==> src/rtl/rtc_irq_pkg.sv <==
package rtc_irq_pkg;
    localparam int SRC_N   = 2;
    localparam int SEC_IDX = 0;
    localparam int ALM_IDX = 1;

    localparam logic [7:0] DEF_STS_OFF  = 8'h20;
    localparam logic [7:0] DEF_MASK_OFF = 8'h24;
    localparam logic [7:0] DEF_EN_OFF   = 8'h28;
    localparam logic [7:0] DEF_DIS_OFF  = 8'h2C;

    // State encoding is {status, enable}
    typedef enum logic [1:0] {
        SRC_QUIET  = 2'b00,
        SRC_ARMED  = 2'b01,
        SRC_HELD   = 2'b10,
        SRC_FIRING = 2'b11
    } src_state_e;

    typedef struct packed {
        logic wr_sts;
        logic wr_en;
        logic wr_dis;
        logic rd_sts;
        logic rd_mask;
    } bus_hit_t;
endpackage

==> src/rtl/rtc_irq_decode.sv <==
module rtc_irq_decode
    import rtc_irq_pkg::*;
#(
    parameter int          ADDR_W   = 8,
    parameter logic [7:0]  STS_OFF  = DEF_STS_OFF,
    parameter logic [7:0]  MASK_OFF = DEF_MASK_OFF,
    parameter logic [7:0]  EN_OFF   = DEF_EN_OFF,
    parameter logic [7:0]  DIS_OFF  = DEF_DIS_OFF
) (
    input  logic              sel,
    input  logic              wr,
    input  logic [ADDR_W-1:0] addr,
    output bus_hit_t          hit
);
    localparam logic [ADDR_W-1:0] A_STS  = ADDR_W'(STS_OFF);
    localparam logic [ADDR_W-1:0] A_MASK = ADDR_W'(MASK_OFF);
    localparam logic [ADDR_W-1:0] A_EN   = ADDR_W'(EN_OFF);
    localparam logic [ADDR_W-1:0] A_DIS  = ADDR_W'(DIS_OFF);

    logic do_wr;
    logic do_rd;

    always_comb begin
        do_wr       = sel && wr;
        do_rd       = sel && !wr;
        hit.wr_sts  = do_wr && (addr == A_STS);
        hit.wr_en   = do_wr && (addr == A_EN);
        hit.wr_dis  = do_wr && (addr == A_DIS);
        hit.rd_sts  = do_rd && (addr == A_STS);
        hit.rd_mask = do_rd && (addr == A_MASK);
    end
endmodule

==> src/rtl/rtc_irq_src_fsm.sv <==
module rtc_irq_src_fsm
    import rtc_irq_pkg::*;
(
    input  logic clk,
    input  logic rst_n,
    input  logic evt,
    input  logic ack,
    input  logic en_set,
    input  logic en_clr,
    output logic status,
    output logic enable,
    output logic irq
);
    src_state_e state_q;
    src_state_e state_d;
    logic       stat_n;
    logic       en_n;

    always_ff @(posedge clk or negedge rst_n) begin
        if (!rst_n) begin
            state_q <= SRC_QUIET;
        end else begin
            state_q <= state_d;
        end
    end

    always_comb begin
        stat_n = 1'b0;
        en_n   = 1'b0;
        unique case (state_q)
            SRC_QUIET: begin
                stat_n = evt;
                en_n   = en_set;
            end
            SRC_ARMED: begin
                stat_n = evt;
                en_n   = en_set || !en_clr;
            end
            SRC_HELD: begin
                stat_n = evt || !ack;
                en_n   = en_set;
            end
            SRC_FIRING: begin
                stat_n = evt || !ack;
                en_n   = en_set || !en_clr;
            end
            default: begin
                stat_n = 1'b0;
                en_n   = 1'b0;
            end
        endcase
        state_d = src_state_e'({stat_n, en_n});
    end

    always_comb begin
        status = 1'b0;
        enable = 1'b0;
        irq    = 1'b0;
        unique case (state_q)
            SRC_QUIET:  ;
            SRC_ARMED:  enable = 1'b1;
            SRC_HELD:   status = 1'b1;
            SRC_FIRING: begin
                status = 1'b1;
                enable = 1'b1;
                irq    = 1'b1;
            end
            default: ;
        endcase
    end
endmodule

==> src/rtl/rtc_irq_readmux.sv <==
module rtc_irq_readmux
    import rtc_irq_pkg::*;
#(
    parameter int DATA_W = 32
) (
    input  bus_hit_t          hit,
    input  logic [SRC_N-1:0]  stat,
    input  logic [SRC_N-1:0]  en,
    output logic [DATA_W-1:0] rdata
);
    always_comb begin
        rdata = '0;
        if (hit.rd_sts) begin
            rdata[SRC_N-1:0] = stat;
        end else if (hit.rd_mask) begin
            rdata[SRC_N-1:0] = en;
        end
    end
endmodule

==> src/rtl/rtc_irq_ctrl.sv <==
module rtc_irq_ctrl
    import rtc_irq_pkg::*;
#(
    parameter int         ADDR_W   = 8,
    parameter int         DATA_W   = 32,
    parameter logic [7:0] STS_OFF  = DEF_STS_OFF,
    parameter logic [7:0] MASK_OFF = DEF_MASK_OFF,
    parameter logic [7:0] EN_OFF   = DEF_EN_OFF,
    parameter logic [7:0] DIS_OFF  = DEF_DIS_OFF
) (
    input  logic              clk,
    input  logic              rst_n,
    input  logic              sec_evt,
    input  logic              alm_evt,
    input  logic              bus_sel,
    input  logic              bus_wr,
    input  logic [ADDR_W-1:0] bus_addr,
    input  logic [DATA_W-1:0] bus_wdata,
    output logic [DATA_W-1:0] bus_rdata,
    output logic              sec_irq,
    output logic              alm_irq
);
    bus_hit_t         hit;
    logic [SRC_N-1:0] evt_vec;
    logic [SRC_N-1:0] stat_vec;
    logic [SRC_N-1:0] en_vec;
    logic [SRC_N-1:0] irq_vec;
    logic             unused_wdata;

    assign evt_vec[SEC_IDX] = sec_evt;
    assign evt_vec[ALM_IDX] = alm_evt;
    assign unused_wdata     = ^bus_wdata[DATA_W-1:SRC_N];

    rtc_irq_decode #(
        .ADDR_W  (ADDR_W),
        .STS_OFF (STS_OFF),
        .MASK_OFF(MASK_OFF),
        .EN_OFF  (EN_OFF),
        .DIS_OFF (DIS_OFF)
    ) u_decode (
        .sel (bus_sel),
        .wr  (bus_wr),
        .addr(bus_addr),
        .hit (hit)
    );

    for (genvar i = 0; i < SRC_N; i++) begin : g_src
        rtc_irq_src_fsm u_fsm (
            .clk   (clk),
            .rst_n (rst_n),
            .evt   (evt_vec[i]),
            .ack   (hit.wr_sts && bus_wdata[i]),
            .en_set(hit.wr_en  && bus_wdata[i]),
            .en_clr(hit.wr_dis && bus_wdata[i]),
            .status(stat_vec[i]),
            .enable(en_vec[i]),
            .irq   (irq_vec[i])
        );
    end

    rtc_irq_readmux #(
        .DATA_W(DATA_W)
    ) u_rmux (
        .hit  (hit),
        .stat (stat_vec),
        .en   (en_vec),
        .rdata(bus_rdata)
    );

    assign sec_irq = irq_vec[SEC_IDX];
    assign alm_irq = irq_vec[ALM_IDX];
endmodule

==> config.mk <==
export PLATFORM = sky130hd
export DESIGN_NAME = rtc_irq_ctrl
export DESIGN_NICKNAME = d
export VERILOG_FILES = /design/src/rtl/rtc_irq_pkg.sv /design/src/rtl/rtc_irq_decode.sv /design/src/rtl/rtc_irq_src_fsm.sv /design/src/rtl/rtc_irq_readmux.sv /design/src/rtl/rtc_irq_ctrl.sv
export SDC_FILE = /design/constraint.sdc
export NUM_CORES = 1
export LEC_CHECK = 0
export BUFFER_PORTS_ARGS = -buffer_cell sky130_fd_sc_hd__buf_2
export CORE_UTILIZATION = 28
export DETAILED_ROUTE_END_ITERATION = 10
export MAX_ROUTING_LAYER = met4
export PLACE_DENSITY = 0.9
export SLEW_MARGIN = 10
export SYNTH_ARGS = -nofsm -noshare
export SYNTH_HDL_FRONTEND = slang
export SYNTH_SLANG_ARGS = --single-unit
==> constraint.sdc <==
create_clock -name clk -period 1 [get_ports clk]
set_clock_uncertainty 0.15 [all_clocks]
set_input_delay 0.1 -clock clk [delete_from_list [all_inputs] [get_ports clk]]
set_output_delay 0.1 -clock clk [all_outputs]
set_load 0.1 [all_outputs]
==> summary.md, run 1 <==
| Metric | Value |
|---|---|
| Outcome | finished with violations |
| Failing checks | negative setup slack |
| Max Cap Viol | 0 |
| CP Data Arrival Time | 1.13 ns |
| Top reg by flops | g_src.u_fsm.state_q |
| Layout cells sized above 1 | 44.4% |
| Synth area leader | buf_4 |
| ANT cells | 0 |
| Drt via density | 3.67 |
| Total GRT Usage | 11.3% |
| Sequential fraction of the synthesis area | 19.6% |
| Die width | 44.8 um |
| Wire per inst | 8.74 um |
| Clock-pin transition on the worst setup and hold timing paths | 0.04 ns |
| Pleak | 0.385 nW |
| Hold crit path type | in2reg |
| Largest registers | g_src.u_fsm.state_q: 4 flops |
| First-pass GRT wire length | 1500 um |
| Hpwl dp | 845 um |
| # DRC | 0 |
| Tmin final | 1.38 ns |
| CTS sink count | 4 |
| Routability Congestion | 0.783 |
| Clk buf depth | 2 |
| Via Count | 422 |
| Total wire length | 1010 um |
| Die Area | 2000 um2 |
| Final Net Count | 138 |
| Syn Inst Count | 59 |
| Post-synth top area share | 44.0% |
| Row count | 15 |
| Number of global-route vias before repair | 387 |
| Avg Synthesized Cell Area | 8.67 um2 |
| Worst-Skew Late Latency | 0.23 ns |
| Unrepaired setup endpoints after global routing | yes |
| Peak VDD IR | 0.429 mV |
| Max FFs per register | 4 |
| Synthesized flop and latch total | 4 |
| Synth unique cells | 16 |
| Final Hold Vio Count | 0 |
| Cell Area, Synth | 512 um2 |
| Largest net degree at the start of global routing | 6 |
| Root Buffer | clkbuf_4 |
| Endpoints failing setup | 4 |
| Num CTS Buffers | 3 |
| Post-route setup TNS | -1.35 ns |
| CP Class | in2out |
| Slew Limit Fails | 0 |
| Detail Route Antenna Nets | 0 |
| Max Fclk | 0.726 GHz |
| Core Area | 1730 um2 |
| Die Y | 44.8 um |
| Most frequent cells in the layout | conb_1, buf_2, buf_6 |
| TritonCTS clock tree | yes |
| Initial core utilization | 29.6% |
| Total grt overflow | 0 |
| CP required | 0.75 ns |
| Crit start category | primary input |
| Antenna violations before repair | 0 |
| Worst Hold Margin | 0.0275 ns |
| DRT Pass-1 Iters | 1 |
| H-Tree Depth | 1 |
| Area grow syn2layout | 46.0% |
| Syn. warnings | 0 |
| Number of DRC markers in iteration 0 | 0 |
| Setup ws final | -0.378 ns |
| Io pins | 80 |
| Crit path max fanout | 4 |
| PD cells | 1300 nW/um2 |
| CP endpoint kind | output pin |
| Most common cell after layout, fill and taps aside | conb_1 |
| Synth area leaders | buf_4, dfrtp_1, mux2i_1 |
| Period utilization | 138% |
| # port buffers | 19 |
## final timing paths
check / startpoint / depth (start not counted) / slack, ns / endpoint
max: bus_addr[4] / 5 / -0.38 / bus_rdata[1]
min: bus_wdata[1] / 3 / 0.03 / g_src[1].u_fsm.state_q[0]
max reg2reg: g_src[1].u_fsm.state_q[1] / 4 / 0.02 / g_src[1].u_fsm.state_q[1]
min reg2reg: g_src[1].u_fsm.state_q[0] / 3 / 0.52 / g_src[1].u_fsm.state_q[0]
max in group asynchronous: rst_n / 2 / 0.53 / g_src[0].u_fsm.state_q[1]
min in group asynchronous: rst_n / 2 / 0.05 / g_src[1].u_fsm.state_q[0]
## cells by family (layout without fill, tap and decap cells)
family                 count (synthesis)  after routing  synth area share (%)
and+or+nand+nor                       16             16                  24.5
buffers and inverters                 32             34                  45.5
muxes                                  4              4                  7.82
AOI/OAI and AO/OA                      2              2                  1.96
DFF                                    4              4                  19.6
other                                  1             30                 0.733
## final cells by class
class,count,area [um2]
well taps,25,31.3
inverters,2,7.51
clock buffers,3,22.5
flip-flops and latches,4,100
multi-input cells,52,325
fillers,168,980
repair buffers,29,260
## stage by stage
stage	setup WS, ns	cells	utilization [%]	power (mW)	instance area [um2]
final	-0.378	115	43.3	0.974	747
after global routing	-0.449	115	43.3	1.02	747
after CTS	-0.398	114	42.1	0.979	727
after detailed placement	-0.398	108	38.3	0.765	662
after global placement	-0.378	108	38.3	0.762	662
after floorplan	-0.862	88	-	0.789	656
## worst max-delay path, cell delays in order
cell and delay (ns):
buf_2 0.10, nor3b_2 0.29, nand2_2 0.14, nor4_4 0.28, buf_12 0.21
## where the power goes
part	leakage, nW	switching [mW]	internal [mW]
Clock	0.0138	0.0610	0.134
Sequential	0.0353	0.00180	0.165
Combinational	0.336	0.549	0.0634
Total	0.385	0.612	0.362
## repair_timing
item	4_1_cts	5_1_grt
pin swaps	2	1
hold buffers	2	0
hold endpoints to repair	5	0
buffers inserted	1	1
gates resized for setup	4	4
setup endpoints to repair	4	7
## metal layers
metal	wire, um	track usage [%]
met2	618	20.0
met3	45	2.40
met1	322	9.11
met4	19	12.1
met5	0	-
## cells in the mapped netlist (all sizes together)
master  instances
nand4           2
conb            1
dfrtp           4
nor2            2
nor3b           1
and2            4
inv             2
a21oi           2
nor4            2
nor4b           3
buf            30
mux2i           4
nand2           1
nand2b          1
Power figures use the tool's default switching activity.
==> inputs of run 2 (changes only) <==
- CORE_UTILIZATION: 28 -> 29
- CTS_BUF_LIST: not set -> sky130_fd_sc_hd__clkbuf_4 sky130_fd_sc_hd__clkbuf_8
- PLACE_DENSITY: 0.9 -> 0.92
==> summary.md, run 2 (synthesis results as in run 1) <==
| Metric | Value |
|---|---|
| Total grt overflow | 0 (unchanged) |
| H-Tree Depth | 1 (unchanged) |
| Failing checks | design-rule violations, negative setup slack (was negative setup slack) |
| Largest net degree at the start of global routing | 6 (unchanged) |
| Slew Limit Fails | 0 (unchanged) |
| Core Area | 1580 um2 (was 1730 um2) |
| Unrepaired setup endpoints after global routing | yes (unchanged) |
| DRT Pass-1 Iters | 10 (was 1) |
| Crit path max fanout | 2 (was 4) |
| Worst-Skew Late Latency | 0.23 ns (about the same) |
| TritonCTS clock tree | yes (unchanged) |
| CP endpoint kind | output pin (unchanged) |
| Die Y | 44.0 um (was 44.8 um) |
| Fillers | 140 (was 168) |
| Die width | 44.0 um (was 44.8 um) |
| # port buffers | 19 (unchanged) |
| Top reg by flops | g_src.u_fsm.state_q (unchanged) |
| Via Count | 418 (was 422) |
| Antenna violations before repair | 0 (unchanged) |
| Total GRT Usage | 12.0% (was 11.3%) |
| CTS sink count | 4 (unchanged) |
| Hold crit path type | in2reg (unchanged) |
| Detail Route Antenna Nets | 0 (unchanged) |
| Wire per inst | 10.4 um (was 8.74 um) |
| Row count | 14 (was 15) |
| Routability Congestion | 0.709 (was 0.783) |
| Number of DRC markers in iteration 0 | 10 (was 0) |
| Root Buffer | clkbuf_4 (unchanged) |
| Layout cells sized above 1 | 46.2% (was 44.4%) |
| ANT cells | 0 (unchanged) |
| Most common cell after layout, fill and taps aside | conb_1 (unchanged) |
| Most frequent cells in the layout | conb_1, buf_2, buf_6 (unchanged) |
| CP Class | reg2out (was in2out) |
| CP required | 0.75 ns (about the same) |
| PD cells | 1260 nW/um2 (was 1300 nW/um2) |
| Max FFs per register | 4 (unchanged) |
| Die Area | 1940 um2 (was 2000 um2) |
| Outcome | finished with violations (unchanged) |
| Max Fclk | 0.726 GHz (about the same) |
| Final Core Density | 49.7% (was 43.3%) |
| Tmin final | 1.38 ns (about the same) |
| Num CTS Buffers | 3 (unchanged) |
| Total wire length | 1110 um (was 1010 um) |
| # DRC | 3 (was 0) |
| CP Data Arrival Time | 1.13 ns (about the same) |
| Largest registers | g_src.u_fsm.state_q: 4 flops (unchanged) |
| Period utilization | 138% (about the same) |
| Max Cap Viol | 0 (unchanged) |
| Pleak | 0.400 nW (was 0.385 nW) |
| Io pins | 80 (unchanged) |
| Final Hold Vio Count | 0 (unchanged) |
| Drt via density | 3.91 (was 3.67) |
| Initial core utilization | 32.5% (was 29.6%) |
| Peak VDD IR | 0.470 mV (was 0.429 mV) |
| Clock-pin transition on the worst setup and hold timing paths | 0.04 ns (about the same) |
| Endpoints failing setup | 6 (was 4) |
| Crit start category | register (was primary input) |
| Area grow syn2layout | 53.1% (was 46.0%) |
| Number of global-route vias before repair | 403 (was 387) |
| Clk buf depth | 2 (unchanged) |
| First-pass GRT wire length | 1660 um (was 1500 um) |
| Final Net Count | 139 (was 138) |
| Worst Hold Margin | 0.0230 ns (was 0.0275 ns) |
| Setup ws final | -0.377 ns (was -0.378 ns) |
| Hpwl dp | 841 um (was 845 um) |
==> run 2: cell count changes in the layout (fill, tap and decap cells not counted), sizes merged <==
cell | before | now
dlygate4sd3 | 2 | 3
==> run 2: layout make-up <==
class	instances	area, um2	share of cell area (%)
Tap cell	16	20.0	2.56
Multi-Input combinational cell	52	353	45.0
Sequential cell	4	100	12.8
Clock buffer	3	22.5	2.88
Timing Repair Buffer	30	280	35.8
Inverter	2	7.51	0.958
==> run 2: worst paths after layout <==
kind,slack [ns],to,startpoint,cells past startpoint
max,-0.38,bus_rdata[0],g_src[0].u_fsm.state_q[1],3
min,0.02,g_src[1].u_fsm.state_q[1],alm_evt,3
max reg2reg,-0.01,g_src[1].u_fsm.state_q[1],g_src[1].u_fsm.state_q[1],4
min reg2reg,0.51,g_src[1].u_fsm.state_q[0],g_src[1].u_fsm.state_q[0],3
max in group asynchronous,0.52,g_src[1].u_fsm.state_q[0],rst_n,2
min in group asynchronous,0.06,g_src[0].u_fsm.state_q[1],rst_n,2
==> run 2: metal layers <==
layer	up-vias	track usage (%)	part of all wire (%)
met5	-	-	0
met4	0	3.64	0
met3	0	4.17	7.5
met2	29	21.5	58
met1	189	12.2	34
li1	200	-	-
==> run 2: stage by stage <==
stage	setup TNS, ns	setup WS (ns)	power (mW)	area, um2	cells
floorplan	-1.72	-0.862	0.789	656	88
global placement	-1.53	-0.376	0.762	651	99
detailed placement	-1.74	-0.406	0.765	651	99
CTS	-1.36	-0.389	0.981	732	106
global route	-1.64	-0.457	1.02	783	107
finish	-1.34	-0.377	0.989	783	107
==> run 2: what timing repair did <==
| action | in CTS | in global routing |
|---|---|---|
| hold endpoints to repair | 6 | 0 |
| resized for setup | 5 | 12 |
| endpoints found under the setup margin | 5 | 8 |
| setup buffers | 2 | 3 |
| pin swaps | 4 | 4 |
| hold buffers | 3 | 0 |
==> run 2: critical path, stage by stage (launching register included) <==
cell	delay (ns)
dfrtp_1	0.36
mux2i_1	0.12
nor4_4	0.20
buf_12	0.21
==> run 2: where the power goes <==
group	total [mW]	switching, mW	internal (mW)
clock network	0.199	0.0648	0.134
registers	0.167	0.00159	0.165
logic	0.623	0.555	0.0685
total	0.989	0.621	0.368
==> inputs of run 3 (changes only) <==
- PLACE_DENSITY: 0.92 -> 0.87
==> summary.md, run 3 (synthesis results as in run 1) <==
| Metric | Value |
|---|---|
| Outcome | finished with violations (unchanged) |
| Failing checks | design-rule violations, negative setup slack (unchanged) |
| Largest registers | g_src.u_fsm.state_q: 4 flops (unchanged) |
| # port buffers | 19 (unchanged) |
| Crit path max fanout | 2 (unchanged) |
| Io pins | 80 (unchanged) |
| Layout cells sized above 1 | 44.3% (was 46.2%) |
| CP Class | reg2out (unchanged) |
| Hold crit path type | in2reg (unchanged) |
| Max FFs per register | 4 (unchanged) |
| Total GRT Usage | 12.1% (was 12.0%) |
| Drt via density | 4.02 (was 3.91) |
| Routability Congestion | 0.730 (was 0.709) |
| CP required | 0.75 ns (about the same) |
| Crit start category | register (unchanged) |
| Detail Route Antenna Nets | 0 (unchanged) |
| Clock-pin transition on the worst setup and hold timing paths | 0.03 ns (was 0.04 ns) |
| DRT Pass-1 Iters | 9 (was 10) |
| Setup ws final | -0.388 ns (was -0.377 ns) |
| Period utilization | 139% (was 138%) |
| First-pass GRT wire length | 1550 um (was 1660 um) |
| CTS sink count | 4 (unchanged) |
| Wire per inst | 9.58 um (was 10.4 um) |
| Initial core utilization | 32.5% (unchanged) |
| ANT cells | 0 (unchanged) |
| WL met2 | 596 um (was 645 um) |
| Total wire length | 996 um (was 1110 um) |
| H-Tree Depth | 1 (unchanged) |
| Area grow syn2layout | 44.0% (was 53.1%) |
| Met3 WL post-DR | 87 um (was 83 um) |
| Most frequent cells in the layout | conb_1, buf_2, buf_6 (unchanged) |
| Unrepaired setup endpoints after global routing | yes (unchanged) |
| Endpoints failing setup | 5 (was 6) |
| CP endpoint kind | output pin (unchanged) |
| Clk buf depth | 2 (unchanged) |
| Final Hold Vio Count | 0 (unchanged) |
| Worst-Skew Late Latency | 0.23 ns (about the same) |
| Final Net Count | 136 (was 139) |
| Total grt overflow | 0 (unchanged) |
| Via Count | 418 (unchanged) |
| Tmin final | 1.39 ns (was 1.38 ns) |
| Number of global-route vias before repair | 394 (was 403) |
| Die Area | 1940 um2 (unchanged) |
| Core Area | 1580 um2 (unchanged) |
| Num CTS Buffers | 3 (unchanged) |
| Pleak | 0.384 nW (was 0.400 nW) |
| Max Fclk | 0.720 GHz (was 0.726 GHz) |
| Placement Cell Area | 643 um2 (was 651 um2) |
| Most common cell after layout, fill and taps aside | conb_1 (unchanged) |
| Wl on met1 | 301 um (was 381 um) |
| Worst Hold Margin | 0.0190 ns (was 0.0230 ns) |
| Hpwl dp | 823 um (was 841 um) |
| Slew Limit Fails | 0 (unchanged) |
| Root Buffer | clkbuf_4 (unchanged) |
| # DRC | 1 (was 3) |
| Die Y | 44.0 um (unchanged) |
| Row count | 14 (unchanged) |
| CP Data Arrival Time | 1.14 ns (was 1.13 ns) |
| Die width | 44.0 um (unchanged) |
| TritonCTS clock tree | yes (unchanged) |
| Max Cap Viol | 0 (unchanged) |
| Antenna violations before repair | 0 (unchanged) |
| Peak VDD IR | 0.472 mV (was 0.470 mV) |
| Number of DRC markers in iteration 0 | 7 (was 10) |
| Top reg by flops | g_src.u_fsm.state_q (unchanged) |
| Post-Layout Inst Area | 737 um2 (was 783 um2) |
| Max Used Layer | met4 (was met3) |
| Largest net degree at the start of global routing | 6 (unchanged) |
| PD cells | 1320 nW/um2 (was 1260 nW/um2) |
## run 3: report_power, final
part | leakage, nW | internal (mW) | switching, mW
Combinational | 0.335 | 0.0632 | 0.551
Clock | 0.0138 | 0.134 | 0.0592
Sequential | 0.0353 | 0.165 | 0.00164
Total | 0.384 | 0.362 | 0.612
## run 3: final cells by class
class	instances	area [um2]
Multi-Input combinational cell	52	342
Timing Repair Buffer	27	245
Fill cell	147	840
Inverter	2	7.51
Sequential cell	4	100
Clock buffer	3	22.5
Tap cell	16	20.0
## run 3: metal layers
metal	vias up	track usage [%]
met3	2	5.00
met5	-	-
li1	198	-
met2	31	21.2
met4	0	7.27
met1	187	10.6
## run 3: repair_timing
action,CTS,global route
setup endpoints to repair,4,8
hold buffers,2,0
buffers inserted,2,0
pin swaps,3,4
endpoints found under the hold margin,5,0
gates resized for setup,8,3
## run 3: through the flow
stage | utilization [%] | total power, mW | setup slack [ns] | TNS, ns | std cells
CTS | 46.5 | 0.978 | -0.408 | -1.39 | 105
finish | 46.7 | 0.974 | -0.388 | -1.36 | 104
floorplan | - | 0.789 | -0.862 | -1.72 | 88
global route | 46.7 | 1.01 | -0.462 | -1.61 | 104
detailed placement | 40.8 | 0.764 | -0.462 | -1.63 | 98
global placement | 40.8 | 0.761 | -0.432 | -1.47 | 98
## run 3: critical path, stage by stage, from the launching register on
cell,delay [ns]
dfrtp_1,0.36
mux2i_1,0.13
nor4_4,0.20
buf_12,0.21
## run 3: path summary, 6_finish.rpt
path / from / endpoint / slack [ns] / cells past startpoint
min in group asynchronous: rst_n / g_src[1].u_fsm.state_q[0] / 0.06 / 2
min: sec_evt / g_src[0].u_fsm.state_q[1] / 0.02 / 3
max reg2reg: g_src[1].u_fsm.state_q[1] / g_src[1].u_fsm.state_q[1] / 0 / 4
max in group asynchronous: rst_n / g_src[1].u_fsm.state_q[1] / 0.53 / 2
max: g_src[1].u_fsm.state_q[0] / bus_rdata[1] / -0.39 / 3
min reg2reg: g_src[0].u_fsm.state_q[0] / g_src[0].u_fsm.state_q[0] / 0.50 / 3
